[config.mk]
export PLATFORM = sky130hd
export DESIGN_NAME = ddr_burst_colgen
export DESIGN_NICKNAME = d
export VERILOG_FILES = /design/src/rtl/colgen_pkg.sv /design/src/rtl/colgen_mode.sv /design/src/rtl/colgen_seq.sv /design/src/rtl/ddr_burst_colgen.sv
export SDC_FILE = /design/constraint.sdc
export NUM_CORES = 1
export LEC_CHECK = 0
export BUFFER_PORTS_ARGS = -buffer_cell sky130_fd_sc_hd__buf_2
export CAP_MARGIN = 20
export CORE_AREA = 2 2 61 63
export DETAILED_ROUTE_END_ITERATION = 8
export DIE_AREA = 0 0 63 65
export PLACE_DENSITY = 0.8
export RECOVER_POWER = 50
export SLEW_MARGIN = 20
export SYNTH_ARGS = -nofsm -noshare
export SYNTH_HDL_FRONTEND = slang
export SYNTH_SLANG_ARGS = --single-unit
[constraint.sdc]
create_clock -name clk -period 2.85 [get_ports clk]
set_input_delay 0.1425 -clock clk [delete_from_list [all_inputs] [get_ports clk]]
set_output_delay 0.1425 -clock clk [all_outputs]
set_load 0.01 [all_outputs]
[src/rtl/colgen_pkg.sv]
package colgen_pkg;

    localparam logic [2:0] BL_CODE_2 = 3'b001;
    localparam logic [2:0] BL_CODE_4 = 3'b010;
    localparam logic [2:0] BL_CODE_8 = 3'b011;
    localparam logic [2:0] LAT_CODE_2   = 3'b010;
    localparam logic [2:0] LAT_CODE_2P5 = 3'b110;

    // Low beat bits within the aligned block: wrap-add or XOR, masked to the block size.
    function automatic logic [2:0] beat_low(input logic [2:0] start,
                                            input logic [2:0] n,
                                            input logic [2:0] mask,
                                            input logic       ilv);
        logic [2:0] r;
        r = ilv ? (start ^ n) : (start + n);
        return r & mask;
    endfunction

endpackage

[src/rtl/colgen_mode.sv]
module colgen_mode #(
    parameter int MODE_W = 13
) (
    input  logic              clk,
    input  logic              rst_n,
    input  logic              load,
    input  logic [1:0]        bank,
    input  logic [MODE_W-1:0] word,
    output logic [2:0]        bl_mask,
    output logic              ilv,
    output logic              bl_rsvd,
    output logic [2:0]        lat_x2,
    output logic              lat_rsvd,
    output logic              op_rsvd
);
    import colgen_pkg::*;

    localparam int OP_W = MODE_W - 7;

    typedef struct packed {
        logic [OP_W-1:0] op;
        logic [2:0]      cl;
        logic            bt;
        logic [2:0]      bl;
    } mr_t;

    mr_t mr_d, mr_q;

    always_comb begin
        mr_d = mr_q;
        if (load && (bank == 2'b00)) begin
            mr_d.bl = word[2:0];
            mr_d.bt = word[3];
            mr_d.cl = word[6:4];
            mr_d.op = word[MODE_W-1:7];
        end
    end

    always_ff @(posedge clk) begin
        if (!rst_n) begin
            mr_q.bl <= BL_CODE_2;
            mr_q.bt <= 1'b0;
            mr_q.cl <= LAT_CODE_2;
            mr_q.op <= '0;
        end else begin
            mr_q <= mr_d;
        end
    end

    always_comb begin
        bl_rsvd = 1'b0;
        unique case (mr_q.bl)
            BL_CODE_2: bl_mask = 3'd1;
            BL_CODE_4: bl_mask = 3'd3;
            BL_CODE_8: bl_mask = 3'd7;
            default: begin
                bl_mask = 3'd0;
                bl_rsvd = 1'b1;
            end
        endcase
    end

    always_comb begin
        lat_rsvd = 1'b0;
        unique case (mr_q.cl)
            LAT_CODE_2:   lat_x2 = 3'd4;
            LAT_CODE_2P5: lat_x2 = 3'd5;
            default: begin
                lat_x2   = 3'd0;
                lat_rsvd = 1'b1;
            end
        endcase
    end

    assign ilv     = mr_q.bt;
    assign op_rsvd = !((mr_q.op == '0) || (mr_q.op == OP_W'(2)));

endmodule

[src/rtl/colgen_seq.sv]
module colgen_seq #(
    parameter int COL_W = 10
) (
    input  logic             clk,
    input  logic             rst_n,
    input  logic             cmd_valid,
    input  logic [COL_W-1:0] cmd_col,
    input  logic [2:0]       bl_mask,
    input  logic             ilv,
    input  logic             bl_rsvd,
    output logic [COL_W-1:0] beat_col,
    output logic             beat_valid,
    output logic             beat_last,
    output logic             cmd_rej
);
    import colgen_pkg::*;

    localparam int HI_W = COL_W - 3;

    typedef struct packed {
        logic             active;
        logic             last;
        logic             rej;
        logic             ilv;
        logic [2:0]       idx;
        logic [2:0]       mask;
        logic [COL_W-1:0] base;
        logic [COL_W-1:0] col;
    } seq_t;

    seq_t s_d, s_q;

    logic             take;
    logic [2:0]       nxt_idx;
    logic [COL_W-1:0] keep_mask;

    always_comb begin
        s_d       = s_q;
        s_d.rej   = 1'b0;
        take      = cmd_valid && (!s_q.active || s_q.last);
        nxt_idx   = s_q.idx + 3'd1;
        keep_mask = ~{{HI_W{1'b0}}, s_q.mask};
        if (take) begin
            if (bl_rsvd) begin
                s_d.active = 1'b0;
                s_d.last   = 1'b0;
                s_d.rej    = 1'b1;
            end else begin
                s_d.active = 1'b1;
                s_d.last   = 1'b0;
                s_d.idx    = 3'd0;
                s_d.mask   = bl_mask;
                s_d.ilv    = ilv;
                s_d.base   = cmd_col;
                s_d.col    = cmd_col;
            end
        end else if (s_q.active) begin
            if (s_q.last) begin
                s_d.active = 1'b0;
                s_d.last   = 1'b0;
            end else begin
                s_d.idx  = nxt_idx;
                s_d.col  = (s_q.base & keep_mask) |
                           {{HI_W{1'b0}}, beat_low(s_q.base[2:0], nxt_idx, s_q.mask, s_q.ilv)};
                s_d.last = (nxt_idx == s_q.mask);
            end
        end
    end

    always_ff @(posedge clk) begin
        if (!rst_n) begin
            s_q <= '0;
        end else begin
            s_q <= s_d;
        end
    end

    assign beat_col   = s_q.col;
    assign beat_valid = s_q.active;
    assign beat_last  = s_q.last;
    assign cmd_rej    = s_q.rej;

endmodule

[src/rtl/ddr_burst_colgen.sv]
module ddr_burst_colgen #(
    parameter int COL_W  = 10,
    parameter int MODE_W = 13
) (
    input  logic              clk,
    input  logic              rst_n,
    input  logic              mode_load,
    input  logic [1:0]        mode_bank,
    input  logic [MODE_W-1:0] mode_word,
    input  logic              cmd_valid,
    input  logic [COL_W-1:0]  cmd_col,
    output logic [COL_W-1:0]  beat_col,
    output logic              beat_valid,
    output logic              beat_last,
    output logic              cmd_rej,
    output logic [2:0]        lat_x2,
    output logic              bl_rsvd,
    output logic              lat_rsvd,
    output logic              op_rsvd
);
    logic [2:0] bl_mask;
    logic       ilv;

    colgen_mode #(.MODE_W(MODE_W)) u_mode (
        .clk      (clk),
        .rst_n    (rst_n),
        .load     (mode_load),
        .bank     (mode_bank),
        .word     (mode_word),
        .bl_mask  (bl_mask),
        .ilv      (ilv),
        .bl_rsvd  (bl_rsvd),
        .lat_x2   (lat_x2),
        .lat_rsvd (lat_rsvd),
        .op_rsvd  (op_rsvd)
    );

    colgen_seq #(.COL_W(COL_W)) u_seq (
        .clk        (clk),
        .rst_n      (rst_n),
        .cmd_valid  (cmd_valid),
        .cmd_col    (cmd_col),
        .bl_mask    (bl_mask),
        .ilv        (ilv),
        .bl_rsvd    (bl_rsvd),
        .beat_col   (beat_col),
        .beat_valid (beat_valid),
        .beat_last  (beat_last),
        .cmd_rej    (cmd_rej)
    );

endmodule

; Word level (Yosys, flattened, before mapping)
; Cells that the tools add are included.
[totals]
register_bits = 43
latchBits = 0
ram_bits = 0
rom_bits = 0
inputBits = 29
out_inout_bits = 19
memories = 0
[op_classes]
add_sub_neg = 2
mul = 0
div_mod_pow = 0
n_lt_le_gt_ge = 0
n_eq_ne = 9
shift = 0
mux = 17
n_bitwise = 5
n_reduce_logical = 14
[op_table]
columns = operator, count
row1 = 10-bit 2-to-1 mux, 3
row2 = 26-bit 2-to-1 mux, 1
row3 = 3-bit 2-to-1 mux, 4
row4 = 10-bit bitwise AND, 1
row5 = 3-bit inverter with 10-bit output, 1
row6 = 10-bit by 3-bit bitwise OR with 10-bit output, 1
row7 = "3-bit by 2-bit equality test with 1-bit output, second input constant", 3
row8 = 3-bit one-hot mux with 3 select lines, 1
row9 = "6-bit by 2-bit equality test with 1-bit output, second input constant", 1
row10 = 6-bit logical NOT, 1
row11 = 2-bit 2-to-1 mux, 3
row12 = 3-bit one-hot mux with 2 select lines, 1
row13 = 1-bit 2-to-1 mux, 4
row14 = "2-bit inequality test, second input constant", 2
row15 = 2-bit AND reduction, 2
row16 = "3-bit by 1-bit adder with 3-bit output, second input constant", 1
row17 = 3-bit adder, 1
row18 = 3-bit bitwise AND, 1
row19 = "3-bit by 1-bit equality test with 1-bit output, second input constant", 1
row20 = 3-bit equality test, 1
row21 = "3-bit equality test, second input constant", 1
row22 = 3-bit AND reduction, 1
row23 = 3-bit OR reduction, 1
row24 = 3-bit XOR, 1
row25 = other kinds (6), 9

; Depth between registers and ports, before layout
; Gate-level depths: netlist of run 1.
[depth]
word_depth = 8
ltp_mapped = 8

; Hierarchy
; From an unflattened synthesis of run 1, not the netlist that was laid out.
[hier_totals]
cells_unflattened = 229
hier_area_um2 = 2059.5
[by_module_without_submodules]
columns = mod, instances, cells_each, area_per_inst_um2, seq_area_each_um2
row1 = colgen_seq, 1, 164, 1488.9, 600.6
row2 = colgen_mode, 1, 65, 570.5, 240.2

; Worst setup path before layout of run 1
; No wires, ideal clock.
[synth_path]
path_type = reg2reg
start = reg u_seq.s_q[23] in the netlist's numbering
end = reg u_seq.s_q, in the netlist u_seq.beat_col[2]
setup_ns = 0.092
arrival_ns = 1.624
path_slack_ns = 1.134
path_stages_with_launch = 8
period_less_slack_ns = 1.716
cell_sequence = dfxtp_1 > ha_1 > inv_1 > fa_1 > nor2_1 > xnor2_1 > a211oi_1 > nor4_1
[synth_between]
elab_chain_cells = 8
word_cells_on_any_way = 9
classes_between = add/sub: 2 / mux: 4 / bitwise: 3
[synth_lines]
columns = element, line_no
row1 = "start, declared", colgen_seq.sv:31  ; seq_t s_d, s_q;
row2 = "start signal, assigned", colgen_seq.sv:72  ; s_q <= '0;
row3 = "start signal, assigned", colgen_seq.sv:74  ; s_q <= s_d;
row4 = 3-bit by 1-bit adder with 3-bit output (*), colgen_seq.sv:41  ; nxt_idx = s_q.idx + 3'd1;
row5 = 3-bit adder or 3-bit XOR (tied branches), colgen_pkg.sv:15  ; r = ilv ? (start ^ n) : (start + n);
row6 = 3-bit 2-to-1 mux (*), colgen_pkg.sv:15
row7 = 3-bit bitwise AND (*), colgen_pkg.sv:16  ; return r & mask;
row8 = 10-bit by 3-bit bitwise OR with 10-bit output (*), colgen_seq.sv:63  ; s_d.col = (s_q.base & keep_mask) |
row9 = 10-bit 2-to-1 mux (*), colgen_seq.sv:58  ; if (s_q.last) begin
row10 = 10-bit 2-to-1 mux (*), colgen_seq.sv:57  ; end else if (s_q.active) begin
row11 = 10-bit 2-to-1 mux (*), colgen_seq.sv:43  ; if (take) begin
; Mark *: on every way between the ends. The rest lies on a longest branch, timed or not. The select of a mux whose other input is x is not followed.
; A chain may end at the register's enable or synchronous reset.

; Final worst setup path of run 1
; Same ends and word-level chain as after synthesis.

==> flow_summary.yaml, run 1 <==
sta:
  tns_ns: 0
  rsz0062_at_grt: "false"
  finalHoldViolCount: 0
  worst_slew_pin_slew_ns: 0.908
  holdWs_ns: 0.0165
  min_period_over_period: 0.678
  finalSetupViolCount: 0
  drv_slew: 0
  skew_ns: 0.00333
  post-route-min-period_ns: 1.93
  worst_slack_ns: 0.917
  fmax_ghz: 0.517
  relSlewSlack: 0.394
detailed_routing:
  wl_per_cell_um: 11.4
  wirelength_um: 3300
  drt_iter0_drc: 60
  ant_nets: 0
  vias: 1441
  via_per_inst: 4.97
  drt_pass1_iterations: 4
  drc: 0
global_routing:
  first_global_vias: 1314
  antenna_found_initial: 0
  grt_pass1_wl_um: 5620
  grt_max_degree: 32
  grtUsageTotal: 0.175
  gr-total-overflow: 0
logic_synthesis:
  synth_top_area_share: 0.468
  synth_seq_area_share: 0.468
  synth-main-ff-cell: "dfxtp_1"
  yosys.area.top_type: "dfxtp_1"
  synth_edf_count: 0
  syn_area_um2: 1800
  synth-seq-cells: 42
  ys.warnings.count: 0
  syn_nets: 241
  syn_inst: 208
  yosys-top-cells-area: "dfxtp_1, nand2_1, a21oi_1, buf_4, nor2_1"
  yosys.cell_types.count: 41
  synthArstFlopShare: 0
  yosys.cell_count.top_type: "dfxtp_1"
  synthTopCellsByCount: "dfxtp_1, nand2_1, a21oi_1"
  syn_avg_cell_area_um2: 8.63
worst_hold_path:
  min_path_cells: 3
  hold_end: "u_mode.mr_q[10]"
  min_from: "mode_word[10]"
  min_path_type: "in -> reg"
setup_path:
  crit_type: "reg -> reg"
  r2r_cells: 7
  cp_slowest_cell: "fa_1"
  path_max_fanout: 5
  r2r_end: "u_seq.beat_col[2]"
  rr_startpoint: "u_seq.s_q[23]"
  crit_path_max_incr_delay_ns: 0.38
  worstPathRequired_ns: 3.09
  crit_path_end_kind: "flop"
  cpLargestDelayFamily: "adder cells"
  regToRegSetupSlack_ns: 0.92
  path_buf_inv: 1
  cp_cell_sequence: "ha_1 -> inv_1 -> fa_1 -> nor2_1 -> xnor2_1 -> a211oi_1 -> nor4_1"
  start_kind: "flop"
  cp.arrival_ns: 2.18
clock_network:
  ctsResizeCount: 0
  ctsHtreeMaxLevel: 2
  clock_latency_ns: 0.35
  cts_tree: "yes"
  cts_made_buffers: 5
  clk_pin_slew_ns: 0.12
  root_buffer: "clkbuf_4"
  cts.path.max_buffers: 2
  clock-sinks: 42
layout:
  fin_nets: 274
  diodes: 0
  synthToLayoutAreaGrowth_pct: 12.3
  stdcell_area_um2: 2020
  fin_util: 0.577
  drive_above_1_share: 0.178
pwr:
  irDropWorstVdd_mv: 0.486
  p_per_area_nw_per_um2: 591
  p_leak_nw: 0.826
die:
  start_util: 0.514
  die_h_um: 65
  design.core.area_um2: 3500
  boundaryPins: 48
  num_rows: 22
  die_w_um: 63
  die_area_um2: 4100
placed_design:
  placed_area_um2: 1950
  dp_hpwl_um: 2350
  port_buffers: 45
  preCtsSetupSlack_ns: 0.924
  gp_congestion: 0.719
outcome:
  status: "finished clean"
flow_run:
  maxCapViolCount: 0
-- metrics by stage --
step,power (mW),instances
after floorplan,0.803,208
after global placement,0.837,281
after detailed placement,0.843,281
after CTS,1.21,290
after global routing,1.26,290
final,1.19,290
-- per-layer routing --
metal | track usage | vias up | share of wire
met5 | 0 | - | 0
met4 | 0.0611 | 0 | 0.014
met3 | 0.0469 | 4 | 0.041
met2 | 0.303 | 24 | 0.48
met1 | 0.207 | 659 | 0.46
li1 | - | 754 | -
-- state kept, by name, summed over array words and instances (netlist names) --
| register | cells |
|---|---|
| u_seq.s_q | 17 |
| u_mode.mr_q | 11 |
| u_seq.beat_col | 10 |
| u_mode.ilv | 1 |
| u_seq.beat_last | 1 |
| u_seq.beat_valid | 1 |
| u_seq.cmd_rej | 1 |
-- final cells by class --
class / count / area [um2]
Timing Repair Buffer: 46 / 215
Inverter: 9 / 36.3
Multi-Input combinational cell: 137 / 786
Clock buffer: 5 / 37.5
Clock inverter: 3 / 40.0
Sequential cell: 42 / 841
Tap cell: 48 / 60.1
Fill cell: 352 / 1480
-- where the power goes --
group,switching [mW],internal (mW)
combinational,0.106,0.0711
clock,0.187,0.182
sequential,0.0206,0.625
-- what timing repair did --
action                                 CTS  global route
buffers inserted                         0             0
endpoints found under the hold margin    1             0
hold buffers                             1             0
-- layout by cell type, fill, tap and decap left out, types with 2 or more instances in the layout --
cell | netlist | final
a21oi_1 | 26 | 26
a31oi_1 | 2 | 2
buf_2 | 2 | 29
clkbuf_1 | 6 | 16
clkbuf_4 | 0 | 5
clkinv_2 | 0 | 2
dfxtp_1 | 42 | 42
ha_1 | 3 | 3
inv_1 | 7 | 7
mux2i_1 | 7 | 7
nand2_1 | 37 | 37
nand3_1 | 2 | 2
nor2_1 | 19 | 19
nor2b_1 | 2 | 2
nor4_1 | 2 | 2
o211ai_1 | 3 | 3
o21ai_0 | 10 | 10
xnor2_1 | 3 | 3
-- worst max-delay path by stage --
stage | start | to | slack [ns] | cells past startpoint
floorplan | u_seq.s_q[23] | u_seq.beat_col[2] | 1.13 | 7
global placement | u_seq.s_q[23] | u_seq.beat_col[2] | 1.0 | 7
detailed placement | u_seq.s_q[23] | u_seq.beat_col[2] | 0.92 | 7
CTS | u_seq.s_q[23] | u_seq.beat_col[2] | 0.89 | 7
global route | u_seq.s_q[23] | u_seq.beat_col[2] | 0.72 | 7
finish | u_seq.s_q[23] | u_seq.beat_col[2] | 0.92 | 7
-- worst register-to-register path: stages, from the launching register on --
cell and delay, ns:
dfxtp_1 0.37, ha_1 0.36, inv_1 0.07, fa_1 0.38
nor2_1 0.12, xnor2_1 0.15, a211oi_1 0.10, nor4_1 0.28
-- cell families after synthesis --
logic type                 count (synthesis)  synth area share
other                                      1           0.00209
buffers and inverters                     29            0.0906
and+or+nand+nor                           71             0.177
xor gates and xnor gates                   5            0.0286
muxes                                      8            0.0453
DFF                                       42             0.468
adders and majority gates                  4            0.0321
AOI/OAI and AO/OA                         48             0.156
(Power assumes the default switching activity.)
==> run 2, diff against run 1 <==
--- a/config.mk
+++ b/config.mk
@@ -5,12 +5,13 @@
 export SDC_FILE = /design/constraint.sdc
 export NUM_CORES = 1
 export LEC_CHECK = 0
+export ABC_AREA = 1
 export BUFFER_PORTS_ARGS = -buffer_cell sky130_fd_sc_hd__buf_2
 export CAP_MARGIN = 20
-export CORE_AREA = 2 2 61 63
+export CORE_AREA = 2 2 65 67
 export DETAILED_ROUTE_END_ITERATION = 8
-export DIE_AREA = 0 0 63 65
-export PLACE_DENSITY = 0.8
+export DIE_AREA = 0 0 67 69
+export PLACE_DENSITY = 0.75
 export RECOVER_POWER = 50
 export SLEW_MARGIN = 20
 export SYNTH_ARGS = -nofsm -noshare
==> constraint.sdc (replaced) <==
create_clock -name clk -period 1.9 [get_ports clk]
set_input_delay 0.095 -clock clk [delete_from_list [all_inputs] [get_ports clk]]
set_output_delay 0.095 -clock clk [all_outputs]
set_load 0.01 [all_outputs]
==> run 2 against run 1 <==
Against the previous run:
- worst setup slack lost 0.76 ns
- wire length is 9.9% higher
- core utilization shrank 1.3 points
- largest cell class is now multi-input combinational cells
- worst hold slack improved by 0.0047 ns
- critical path depth grew 1
- flip-flop and latch count did not move
==> flow_summary.yaml, run 2 <==
global_routing:
  grt_max_degree: 26
  grt.met2_usage: 0.279
  met1_usage: 0.211
  grtUsageTotal: 0.169
  first_global_vias: 1447
  gr-total-overflow: 0
  antenna_found_initial: 0
  grt_util_met3: 0.0489
  grt_pass1_wl_um: 6100
  top_usage_layer: "met2"
pwr:
  p_leak_nw: 0.968
  p_per_area_nw_per_um2: 914
  irDropWorstVdd_mv: 0.598
  seq_power_share: 0.487
  clkPwrFrac: 0.334
  switching_share: 0.271
  power_switching_mw: 0.547
  p_comb_frac: 0.179
  p_int_mw: 1.47
detailed_routing:
  vias: 1556
  drt_pass1_iterations: 4
  ant_nets: 0
  wirelength_um: 3630
  wl_per_cell_um: 11.1
  drt_iter0_drc: 45
  drc: 0
  via_per_inst: 4.74
outcome:
  status: "finished clean"
logic_synthesis:
  synth-seq-cells: 42
  synthTopCellsByCount: "dfxtp_1, nor2_1, inv_1"
  synth_top_area_share: 0.431
  synthAdderAreaFrac: 0.0295
  syn_nets: 274
  syn_area_um2: 1950
  synth-main-ff-cell: "dfxtp_1"
  yosys-top-cells-area: "dfxtp_1, nor2_1, inv_1, o21ai_0, buf_4"
  yosys.cell_count.top_type: "dfxtp_1"
  synth_top_family_by_area: "simple AND/OR/NAND/NOR gates"
  synthXorXnorAreaFrac: 0.00899
  synth-compound-area-share: 0.166
  yosys.area.top_type: "dfxtp_1"
  syn_avg_cell_area_um2: 8.09
  ys.warnings.count: 0
  synthMuxAreaShare: 0
  synthArstFlopShare: 0
  synth_edf_count: 0
  syn_inst: 241
  synthSimpleGateAreaFrac: 0.230
  yosys.cell_types.count: 31
  synth_seq_area_share: 0.431
sta:
  min_period_over_period: 0.919
  tns_ns: 0
  drv_slew: 0
  fmax_ghz: 0.573
  worst_slew_pin_slew_ns: 0.523
  finalHoldViolCount: 0
  relSlewSlack: 0.649
  skew_ns: 0.00871
  finalSetupViolCount: 0
  post-route-min-period_ns: 1.75
  worst_slack_ns: 0.154
  rsz0062_at_grt: "false"
layout:
  synthToLayoutAreaGrowth_pct: 13.2
  fin_nets: 310
  largest_reg_flops: 17
  regMostFlops: "u_seq.s_q"
  fin_util: 0.564
  drive_above_1_share: 0.237
  fin_cells: 328
  final_common_cell: "dfxtp_1"
  final_cell_mix: "dfxtp_1, nor2_1, buf_2"
  diodes: 0
placed_design:
  place_inst: 320
  port_buffers: 45
  gp_congestion: 0.824
  preCtsSetupSlack_ns: 0.162
  dp_hpwl_um: 2710
setup_path:
  cpLargestDelayFamily: "adder cells"
  start_kind: "flop"
  worstPathRequired_ns: 2.09
  cp_slowest_cell: "fa_1"
  crit_type: "reg -> reg"
  path_max_fanout: 5
  cp_cell_sequence: "ha_1 -> inv_1 -> fa_1 -> o21ai_0 -> nand2_1 -> o21ai_0 -> a21oi_2 -> a21oi_2"
  path_buf_inv: 1
  crit_path_max_incr_delay_ns: 0.51
  crit_path_end_kind: "flop"
  cp.arrival_ns: 1.93
die:
  num_rows: 23
  die_h_um: 69
  die_area_um2: 4620
  die_w_um: 67
  boundaryPins: 48
  start_util: 0.498
  design.core.area_um2: 3910
worst_hold_path:
  min_path_type: "in -> reg"
flow_run:
  maxCapViolCount: 0
clock_network:
  root_buffer: "clkbuf_8"
  clk_pin_slew_ns: 0.08
  clock_latency_ns: 0.29
  clock-sinks: 42
  cts_tree: "yes"
  cts_made_buffers: 5
  ctsHtreeMaxLevel: 2
  cts.path.max_buffers: 2
[run 2: cell count changes after synthesis, sizes merged, moves of 3 or more]
cell and delta:
clkbuf -3, nand3 +11, nor2 +28, mux2i -7
xnor2 -3, inv +22, nand2 -14, o21ai +16
[run 2: worst min-delay path, delay by kind of cell]
| family | cells | cell delay [ns] |
|---|---|---|
| buf+inv | 1 | 0.08 |
| compound gates | 1 | 0.06 |
| simple gates | 1 | 0.04 |
[run 2: power by group through the flow]
stage | combinational [mW] | clock, mW | sequential [mW]
after floorplan | 0.302 | 0 | 0.996
after global placement | 0.366 | 0 | 1.00
after detailed placement | 0.375 | 0 | 1.00
after CTS | 0.377 | 0.695 | 0.982
after global routing | 0.406 | 0.730 | 0.992
final | 0.361 | 0.673 | 0.983
[run 2: cell families after synthesis]
| kind of cell | Yosys count |
|---|---|
| simple gates | 88 |
| compound gates | 53 |
| buf+inv | 51 |
| flops | 42 |
| fa+ha+maj | 4 |
| xor+xnor | 2 |
| other cells | 1 |
[run 2: cell type report]
type	instances	area (um2)
tap	50	62.6
multi-input combinational	148	845
clock inverter	1	30.0
inverter	32	123
timing repair buffer	48	229
fill	402	1710
clock buffer	7	76.3
sequential	42	841
[run 2: repair_timing]
item | 4_1_cts | 5_1_grt
buffers inserted | 0 | 0
hold buffers | 0 | 0
setup endpoints to repair | 0 | 1
resized for setup | 0 | 1
[run 2: through the flow]
| stage | total power, mW | hold WS, ns | cell area [um2] |
|---|---|---|---|
| 4_1_cts | 2.05 | 0.0135 | 2230 |
| 2_1_floorplan | 1.30 | 0.225 | 1950 |
| 5_1_grt | 2.13 | 0.0312 | 2210 |
| 6_report | 2.02 | 0.0212 | 2210 |
| 3_5_place_dp | 1.38 | 0.325 | 2120 |
| 3_3_place_gp | 1.37 | 0.316 | 2120 |
[run 2: final timing paths]
check / start / end / slack (ns) / cells after the start
setup / recovery: u_seq.s_q[23] / u_seq.beat_col[1] / 0.15 / 8
hold / removal: mode_word[0] / u_mode.mr_q[0] / 0.02 / 3
setup reg to reg: u_seq.s_q[23] / u_seq.beat_col[1] / 0.15 / 8
hold reg to reg: u_mode.mr_q[6] / u_mode.mr_q[6] / 0.47 / 2
[run 2: per-layer routing]
layer / vias to the layer above / share of wire
met2: 47 / 0.48
met5: - / 0
met4: 0 / 0.012
met1: 680 / 0.44
met3: 4 / 0.065
li1: 825 / -
==> run 3, diff against run 2 <==
--- a/config.mk
+++ b/config.mk
@@ -5,12 +5,11 @@
 export SDC_FILE = /design/constraint.sdc
 export NUM_CORES = 1
 export LEC_CHECK = 0
-export ABC_AREA = 1
 export BUFFER_PORTS_ARGS = -buffer_cell sky130_fd_sc_hd__buf_2
 export CAP_MARGIN = 20
-export CORE_AREA = 2 2 65 67
+export CORE_AREA = 2 2 63 65
 export DETAILED_ROUTE_END_ITERATION = 8
-export DIE_AREA = 0 0 67 69
+export DIE_AREA = 0 0 65 67
 export PLACE_DENSITY = 0.75
 export RECOVER_POWER = 50
 export SLEW_MARGIN = 20
==> run 3 against run 2 <==
Against the previous run:
- wire length decreased by 5.6%
- clock skew increased by 0.0013 ns
- combinational power decreased by 21%
- final cell count decreased by 10%
- cell area decreased by 5.7%
- die area decreased by 5.8%
- core utilization increased by 1.3 points
- register-to-register slack got worse by 0.04 ns
- critical endpoint is now u_seq.beat_col[2]
==> flow_summary.yaml, run 3 (synthesis gave the netlist of run 1 again) <==
detailed_routing:
  drc: 0
  wl_per_cell_um: 11.6
  drt_iter0_drc: 25
  wirelength_um: 3430
  vias: 1440
  via_per_inst: 4.88
  ant_nets: 0
  drt_pass1_iterations: 4
die:
  boundaryPins: 48
  design.core.area_um2: 3610
  die_w_um: 65
  die_h_um: 67
  start_util: 0.498
  die_area_um2: 4360
  num_rows: 22
setup_path:
  path_max_fanout: 5
  r2r_end: "u_seq.beat_col[2]"
  worstPathRequired_ns: 2.11
  r2r_cells: 7
  start_kind: "flop"
  path_buf_inv: 1
  regToRegSetupSlack_ns: 0.11
  rr_startpoint: "u_seq.s_q[23]"
  crit_path_end_kind: "flop"
  crit_path_max_incr_delay_ns: 0.39
  cp_cell_sequence: "ha_4 -> inv_1 -> fa_1 -> nor2_1 -> xnor2_1 -> and4_1 -> nor4_1"
  cp_slowest_cell: "fa_1"
  cp.arrival_ns: 1.99
  cpLargestDelayFamily: "adder cells"
  crit_type: "reg -> reg"
sta:
  finalHoldViolCount: 0
  finalSetupViolCount: 0
  drv_slew: 0
  post-route-min-period_ns: 1.79
  tns_ns: 0
  min_period_over_period: 0.940
  fmax_ghz: 0.560
  worst_slew_pin_slew_ns: 0.697
  relSlewSlack: 0.535
  skew_ns: 0.00996
  rsz0062_at_grt: "false"
pwr:
  power_switching_mw: 0.495
  p_leak_nw: 0.844
  total_power_mw: 1.84
  seq_power_share: 0.526
  switching_share: 0.269
  p_per_area_nw_per_um2: 886
  irDropWorstVdd_mv: 0.480
  p_int_mw: 1.35
  p_comb_frac: 0.154
  clkPwrFrac: 0.320
global_routing:
  grt_max_degree: 22
  antenna_found_initial: 0
  first_global_vias: 1347
  grt_pass1_wl_um: 5840
  grtUsageTotal: 0.177
  gr-total-overflow: 0
flow_run:
  maxCapViolCount: 0
layout:
  stdcell_area_um2: 2080
  diodes: 0
  fin_util: 0.577
  drive_above_1_share: 0.198
  fin_nets: 279
  final_cell_mix: "dfxtp_1, nand2_1, buf_2"
  n_fill_cell: 357
  synthToLayoutAreaGrowth_pct: 15.8
  final_common_cell: "dfxtp_1"
  regMostFlops: "u_seq.s_q"
  largest_reg_flops: 17
worst_hold_path:
  min_path_type: "in -> reg"
  hold_end: "u_mode.mr_q[5]"
  min_from: "mode_word[5]"
  min_path_cells: 3
clock_network:
  cts.path.max_buffers: 2
  ctsHtreeMaxLevel: 2
  root_buffer: "clkbuf_8"
  clk_pin_slew_ns: 0.08
  clock-sinks: 42
  postCtsSetupBuffers: 0
  clock_latency_ns: 0.30
  cts_tree: "yes"
  cts_made_buffers: 5
placed_design:
  placed_area_um2: 2000
  dp_hpwl_um: 2470
  port_buffers: 45
  gp_congestion: 0.716
outcome:
  status: "finished clean"
## run 3: cell types whose count changed in the layout (fill, tap and decap cells not counted), moves of 3 or more
cell and change:
a21oi_1 +12, a21oi_2 -9, inv_1 -22, mux2i_1 +7
nand2_1 +17, nand2_4 -3, nand3_1 -11, nor2_1 -18
nor2_2 -4, nor2_4 -5, o21ai_0 -10, o21ai_1 -5
## run 3: worst max-delay path by stage
stage | startpoint | end | cells past startpoint
2_1_floorplan | u_seq.s_q[23] | u_seq.beat_col[2] | 7
3_3_place_gp | u_seq.s_q[23] | u_seq.beat_col[2] | 7
3_5_place_dp | u_seq.s_q[23] | u_seq.beat_col[2] | 7
4_1_cts | u_seq.s_q[23] | u_seq.beat_col[2] | 7
5_1_grt | u_seq.s_q[23] | u_seq.beat_col[2] | 7
6_report | u_seq.s_q[23] | u_seq.beat_col[2] | 7
## run 3: per-stage QoR
stage | hold slack, ns | worst slack (ns) | instances
3_3_place_gp | 0.306 | 0.176 | 287
6_report | 0.00976 | 0.113 | 295
5_1_grt | 0.0133 | 0.00996 | 295
4_1_cts | 0.00467 | 0.130 | 295
2_1_floorplan | 0.219 | 0.184 | 208
3_5_place_dp | 0.309 | 0.137 | 287
## run 3: power groups by stage
stage / registers, mW / logic (mW) / clock network [mW]
finish: 0.969 / 0.284 / 0.590
global route: 0.975 / 0.324 / 0.639
CTS: 0.967 / 0.296 / 0.602
detailed placement: 0.987 / 0.295 / 0
global placement: 0.986 / 0.292 / 0
floorplan: 0.982 / 0.222 / 0
## run 3: per-layer routing
| metal | routed length [um] | global-route usage | vias up |
|---|---|---|---|
| met1 | 1610 | 0.219 | 651 |
| met5 | 0 | 0 | - |
| li1 | - | - | 759 |
| met4 | 42 | 0.0798 | 0 |
| met3 | 147 | 0.0507 | 2 |
| met2 | 1630 | 0.287 | 28 |
## run 3: repair_timing
action                                  4_1_cts  5_1_grt
endpoints found under the setup margin        0        1
hold buffers                                  0        0
gates resized for setup                       0        3
## run 3: cell type report
| cell class | instances | area [um2] | area share |
|---|---|---|---|
| clock buffers | 6 | 82.6 | 0.0397 |
| clock inverters | 2 | 12.5 | 0.00602 |
| inverters | 9 | 36.3 | 0.0174 |
| multi-input cells | 137 | 798 | 0.384 |
| flip-flops and latches | 42 | 845 | 0.406 |
| well taps | 48 | 60.1 | 0.0289 |
| repair buffers | 51 | 245 | 0.118 |
## run 3: worst register-to-register path: stages, from the launching register on
cell	delay, ns
dfxtp_4	0.37
ha_4	0.26
inv_1	0.05
fa_1	0.39
nor2_1	0.14
xnor2_1	0.09
and4_1	0.20
nor4_1	0.21
